File: src/rtl/dq_pkg.sv
package dq_pkg;
  typedef enum logic [1:0] {
    ST_IDLE = 2'd0,
    ST_DIS  = 2'd1,
    ST_HOLD = 2'd2
  } dq_state_e;
endpackage

File: src/rtl/dq_sync.sv
module dq_sync #(
  parameter int W      = 2,
  parameter int STAGES = 2
) (
  input  logic         clk,
  input  logic         rst_n,
  input  logic [W-1:0] d,
  output logic [W-1:0] q
);
  logic [STAGES-1:0][W-1:0] stg;

  always_ff @(posedge clk or negedge rst_n) begin
    if (!rst_n) begin
      stg <= '0;
    end else begin
      stg[0] <= d;
      for (int i = 1; i < STAGES; i++) stg[i] <= stg[i-1];
    end
  end

  assign q = stg[STAGES-1];
endmodule

File: src/rtl/dq_width_ctr.sv
module dq_width_ctr #(
  parameter int WID_W = 8
) (
  input  logic             clk,
  input  logic             rst_n,
  input  logic             start,
  input  logic             run,
  output logic [WID_W-1:0] cnt,
  output logic             sat
);
  localparam logic [WID_W-1:0] ONE = WID_W'(1);

  assign sat = &cnt;

  always_ff @(posedge clk or negedge rst_n) begin
    if (!rst_n)              cnt <= '0;
    else if (start)          cnt <= ONE;
    else if (run && !sat)    cnt <= cnt + ONE;
  end

  AST_NO_WRAP: assert property (@(posedge clk) disable iff (!rst_n)
    run |=> (cnt >= $past(cnt)));
endmodule

File: src/rtl/dq_evt_slot.sv
module dq_evt_slot #(
  parameter int TS_W   = 16,
  parameter int WID_W  = 8,
  parameter int LOST_W = 8
) (
  input  logic              clk,
  input  logic              rst_n,
  input  logic              load,
  input  logic [TS_W-1:0]   in_time,
  input  logic [WID_W-1:0]  in_width,
  input  logic              in_ovf,
  output logic              ev_valid,
  input  logic              ev_ready,
  output logic [TS_W-1:0]   ev_time,
  output logic [WID_W-1:0]  ev_width,
  output logic              ev_ovf,
  output logic [LOST_W-1:0] lost_cnt
);
  logic slot_free;
  assign slot_free = !ev_valid || ev_ready;

  always_ff @(posedge clk or negedge rst_n) begin
    if (!rst_n) begin
      ev_valid <= 1'b0;
      ev_time  <= '0;
      ev_width <= '0;
      ev_ovf   <= 1'b0;
      lost_cnt <= '0;
    end else begin
      if (load && slot_free) begin
        ev_valid <= 1'b1;
        ev_time  <= in_time;
        ev_width <= in_width;
        ev_ovf   <= in_ovf;
      end else if (ev_ready) begin
        ev_valid <= 1'b0;
      end
      if (load && !slot_free && !(&lost_cnt)) lost_cnt <= lost_cnt + 1'b1;
    end
  end

  AST_HOLD_STABLE: assert property (@(posedge clk) disable iff (!rst_n)
    ev_valid && !ev_ready |=> ev_valid && $stable(ev_time) && $stable(ev_width) && $stable(ev_ovf));
  AST_LOST_ONLY_BUSY: assert property (@(posedge clk) disable iff (!rst_n)
    (lost_cnt != $past(lost_cnt)) |-> ($past(load) && $past(ev_valid) && !$past(ev_ready)));
  AST_OVF_FULL: assert property (@(posedge clk) disable iff (!rst_n)
    ev_valid && ev_ovf |-> (&ev_width));
endmodule

File: src/rtl/dq_channel.sv
module dq_channel
  import dq_pkg::*;
#(
  parameter int TS_W   = 16,
  parameter int WID_W  = 8,
  parameter int HOLD_W = 8,
  parameter int LOST_W = 8
) (
  input  logic              clk,
  input  logic              rst_n,
  input  logic              cmp_in,
  input  logic              pol_pos,
  input  logic [HOLD_W-1:0] holdoff,
  input  logic [TS_W-1:0]   ts_now,
  output logic              dis_oe,
  output logic              dis_out,
  output logic              ev_valid,
  input  logic              ev_ready,
  output logic [TS_W-1:0]   ev_time,
  output logic [WID_W-1:0]  ev_width,
  output logic              ev_ovf,
  output logic [LOST_W-1:0] lost_cnt
);
  localparam int SYNC_STAGES = 2;
  localparam logic [HOLD_W-1:0] HOLD_ONE = HOLD_W'(1);

  logic [1:0]       sync_q;
  logic             pol_s, act, act_q, act_rise;
  dq_state_e        state;
  logic [HOLD_W-1:0] hcnt;
  logic [TS_W-1:0]  ts_cap;
  logic             drv_lvl;
  logic             start, done, run;
  logic [WID_W-1:0] cnt;
  logic             sat;

  dq_sync #(.W(2), .STAGES(SYNC_STAGES)) u_sync (
    .clk(clk), .rst_n(rst_n), .d({pol_pos, cmp_in}), .q(sync_q)
  );

  assign pol_s    = sync_q[1];
  assign act      = sync_q[0] ^ pol_s;
  assign act_rise = act && !act_q;
  assign start    = (state == ST_IDLE) && act_rise;
  assign run      = (state == ST_DIS) && act;
  assign done     = (state == ST_DIS) && !act;

  always_ff @(posedge clk or negedge rst_n) begin
    if (!rst_n) begin
      act_q   <= 1'b0;
      state   <= ST_IDLE;
      hcnt    <= '0;
      ts_cap  <= '0;
      drv_lvl <= 1'b0;
    end else begin
      act_q <= act;
      unique case (state)
        ST_IDLE: if (start) begin
          state   <= ST_DIS;
          ts_cap  <= ts_now;
          drv_lvl <= !pol_s;
        end
        ST_DIS: if (done) begin
          if (holdoff == '0) state <= ST_IDLE;
          else begin
            state <= ST_HOLD;
            hcnt  <= holdoff;
          end
        end
        ST_HOLD: begin
          if (hcnt <= HOLD_ONE) state <= ST_IDLE;
          hcnt <= hcnt - HOLD_ONE;
        end
        default: state <= ST_IDLE;
      endcase
    end
  end

  assign dis_oe  = (state == ST_DIS);
  assign dis_out = dis_oe && drv_lvl;

  dq_width_ctr #(.WID_W(WID_W)) u_ctr (
    .clk(clk), .rst_n(rst_n), .start(start), .run(run), .cnt(cnt), .sat(sat)
  );

  dq_evt_slot #(.TS_W(TS_W), .WID_W(WID_W), .LOST_W(LOST_W)) u_slot (
    .clk(clk), .rst_n(rst_n), .load(done),
    .in_time(ts_cap), .in_width(cnt), .in_ovf(sat),
    .ev_valid(ev_valid), .ev_ready(ev_ready),
    .ev_time(ev_time), .ev_width(ev_width), .ev_ovf(ev_ovf),
    .lost_cnt(lost_cnt)
  );

  AST_OE_AFTER_ACT: assert property (@(posedge clk) disable iff (!rst_n)
    dis_oe |-> $past(act));
  AST_REC_AFTER_DIS: assert property (@(posedge clk) disable iff (!rst_n)
    $rose(ev_valid) |-> $past(dis_oe));
  AST_HOLD_NO_OE: assert property (@(posedge clk) disable iff (!rst_n)
    $fell(dis_oe) |=> !dis_oe);
endmodule

File: config.mk
export PLATFORM = sky130hd
export DESIGN_NAME = dq_channel
export DESIGN_NICKNAME = d
export VERILOG_FILES = /design/src/rtl/dq_pkg.sv /design/src/rtl/dq_sync.sv /design/src/rtl/dq_width_ctr.sv /design/src/rtl/dq_evt_slot.sv /design/src/rtl/dq_channel.sv
export SDC_FILE = /design/constraint.sdc
export NUM_CORES = 1
export LEC_CHECK = 0
export BUFFER_PORTS_ARGS = -buffer_cell sky130_fd_sc_hd__buf_2
export CELL_PAD_IN_SITES_DETAIL_PLACEMENT = 1
export CELL_PAD_IN_SITES_GLOBAL_PLACEMENT = 2
export CORE_ASPECT_RATIO = 0.9
export CORE_MARGIN = 2
export CORE_UTILIZATION = 32
export DETAILED_ROUTE_END_ITERATION = 10
export HOLD_SLACK_MARGIN = 0.15
export MAX_ROUTING_LAYER = met4
export PLACE_DENSITY_LB_ADDON = 0.1
export SYNTH_ARGS = -nofsm -noshare
export SYNTH_HDL_FRONTEND = slang
export SYNTH_SLANG_ARGS = --single-unit
export TNS_END_PERCENT = 1
File: constraint.sdc
create_clock -name clk -period 1.6 [get_ports clk]
set_input_delay 0.08 -clock clk [delete_from_list [all_inputs] [get_ports clk]]
set_output_delay 0.08 -clock clk [all_outputs]
set_load 0.01 [all_outputs]
==> qor.yml <==
synth_cell_types: 46
dp_hpwl_mm: 5.40
drtPass1Iterations: 4
maxSlewHeadroom: 0.746
path_class: "reg -> reg"
crit_path_cell_trace: "ha_2 > and2_4 > a21o_1 > or4_1 > a21oi_1"
final_cell_mix: "74 x dfrtp_1, 63 x buf_2, 62 x nand2_1, 44 x buf_4, 28 x dlygate4sd3_1"
antenna_left: 0
clock_path_buffers: 2
final.min_clock_period_ns: 1.61
ctsHtreeMaxLevel: 3
cts_tree: "built"
clk_latency_ns: 0.35
synthCells: 280
drv_cap: 0
max_stage_delay_ns: 0.47
ff2ff_setup_slack_ns: -0.01
worstMarginPinSlew_ns: 0.381
grt_busiest_layer: "met2"
drt-total-wl_mm: 7.87
max_freq_ghz: 0.621
start_util: 0.329
endpoint: "u_ctr.cnt[5]"
grt.met2_usage: 0.259
grt_overflow: 0
fin_worst_skew_ns: 0.0124
syn_to_final_growth_pct: 45.5
ys_seq_area_frac: 0.583
cp_data_required_time_ns: 1.88
grt_pass1_vias: 2697
crit_arrival_ns: 1.89
die_h_um: 98.5
dieArea_um2: 10700
clkSlewWorstSetupHoldPaths_ns: 0.09
fin_cells: 552
grt.met1_usage: 0.211
async_flop_share: 1.00
cts_sinks: 74
final_common_cell: "dfrtp_1"
io-pin-count: 65
synth_flop_cell: "dfrtp_1"
hold_viol_final: 0
violations: "negative setup slack"
grt_first_pass_wirelength_mm: 13.2
nets: 454
wl_per_cell_um: 14.3
holdPathStages: 3
vias_per_cell: 4.71
crit_start: "u_ctr.cnt[0]"
finalMaxSlewViolations: 0
critPathSlowestCell: "or4_1"
grt_max_degree: 39
final-setup-viol-count: 1
synthesis.nets: 313
r2r-start: "u_ctr.cnt[0]"
antenna_cells: 0
drt_iter0_drc: 64
syn_area_um2: 3180
cts_buffers: 9
worst_hold_path_type: "in -> reg"
drive_above_1_share: 0.425
crit_fanout: 4
p_leak_nw: 2.27
fin_crit_sh: 1.01
globalRouteMet3Util: 0.0377
worstSetupEndpointType: "flip-flop"
gp_congestion: 0.748
grt_setup_unrepaired: "true"
port_buffers: 64
clockRootBuffer: "clkbuf_8"
powerDensity_nw_per_um2: 1500
status: "finished with violations"
yosysWarningCount: 0
coreArea_um2: 9660
dieWidth_um: 109
yosys_register_bits: 74
grt.total_usage: 0.164
rr_worst_depth: 5
final_area_um2: 4620
vias: 2598
synth_edf_count: 0
avgSynthCellArea_um2: 11.4
num_rows: 34
cp-start-kind: "flip-flop"
ir_drop_v: 0.000505
placed_area_um2: 3970
timing.final.ws_setup_ns: -0.0114
antenna_found_initial: 0
dp.cells: 504
rr_endpoint: "u_ctr.cnt[5]"
p_total_mw: 6.92
drc: 0
metal layers:
layer  wire length [um]  up-vias
met2               3870       42
met1               3610     1291
met3                288       13
li1                   -     1252
met5                  0        -
met4                101        0
synthesized netlist by cell type (2+ instances only):
master    number  area share
ha_1           4       0.016
o211ai_1       4      0.0094
clkbuf_1       5      0.0059
and4_1         2      0.0055
o21ai_0        6      0.0094
nand4_1        3      0.0059
a21oi_1        7       0.011
nor4_1         3      0.0059
o221a_2        5       0.018
inv_1          6      0.0071
xnor2_1        2      0.0055
nand2b_1       2      0.0039
nand3_1        5      0.0079
o31ai_1        4      0.0094
or4_1          2      0.0047
and2_1         6       0.012
nand2_1       62       0.073
xor2_1         6       0.017
nor2_1        12       0.014
nor3_1         7       0.011
mux2i_1        3      0.0094
buf_6          2      0.0071
mux2_2        25       0.089
dfrtp_1       74        0.58
nor2b_1        2      0.0039
flip-flops by register name, indices dropped and copies added (netlist names):
signal,count
u_slot.ev_time,16
u_slot.ev_ovf,1
u_sync.q,2
ts_cap,16
hcnt,8
drv_lvl,1
u_sync.stg,2
state,2
act_q,1
u_slot.lost_cnt,8
u_slot.ev_width,8
u_slot.ev_valid,1
u_ctr.cnt,8
cell type report:
| class | instances | area [um^2] |
|---|---|---|
| fill | 1063 | 5030 |
| sequential | 74 | 1850 |
| multi-input combinational | 190 | 1350 |
| timing repair buffer | 139 | 997 |
| tap | 126 | 158 |
| clock buffer | 10 | 138 |
| clock inverter | 6 | 97.6 |
| inverter | 7 | 28.8 |
worst min-delay path by stage:
stage               startpoint            endpoint  slack [ns]
CTS                   ev_ready     u_slot.ev_valid        0.20
detailed placement       rst_n   u_slot.ev_time[8]      -0.003
global placement         rst_n  u_slot.ev_time[10]      -0.006
floorplan                rst_n               act_q       -0.22
finish                ev_ready     u_slot.ev_valid        0.22
global route          ev_ready     u_slot.ev_valid        0.22
logic make-up after synthesis:
logic type | Yosys count | synth area share
compound gates | 33 | 0.0744
xor+xnor | 9 | 0.0272
fa+ha+maj | 4 | 0.0157
buf+inv | 16 | 0.0248
flops | 74 | 0.583
mux | 28 | 0.0980
simple gates | 116 | 0.177
where the power goes:
group | internal (mW) | switching [mW]
logic | 1.27 | 1.13
registers | 2.47 | 0.356
clock network | 0.943 | 0.750
metrics by stage:
| step | utilization | setup TNS (ns) | hold WS, ns | setup WS, ns |
|---|---|---|---|---|
| after floorplan | - | -1.65 | -0.216 | -0.0872 |
| after global placement | 0.412 | -0.133 | -0.00589 | -0.0837 |
| after detailed placement | 0.412 | -0.351 | -0.00310 | -0.162 |
| after CTS | 0.472 | -0.0806 | 0.200 | -0.0396 |
| after global routing | 0.479 | -1.56 | 0.219 | -0.0966 |
| final | 0.479 | -0.0114 | 0.216 | -0.0114 |
worst max-delay path: cells and delay by family, from the launching register on:
kind | cells | cell delay [ns]
adder cells (fa/ha/maj) | 1 | 0.19
flip-flops | 1 | 0.39
AND/OR/NAND/NOR | 2 | 0.63
AO/OA/AOI/OAI | 2 | 0.33
repair_timing:
item | 4_1_cts | 5_1_grt
endpoints found under the setup margin | 8 | 54
gates resized for setup | 11 | 15
pin swaps | 5 | 3
hold endpoints to repair | 99 | 0
setup buffers | 4 | 0
hold buffers | 28 | 0
Note: power is estimated with default switching activity, not from simulation.
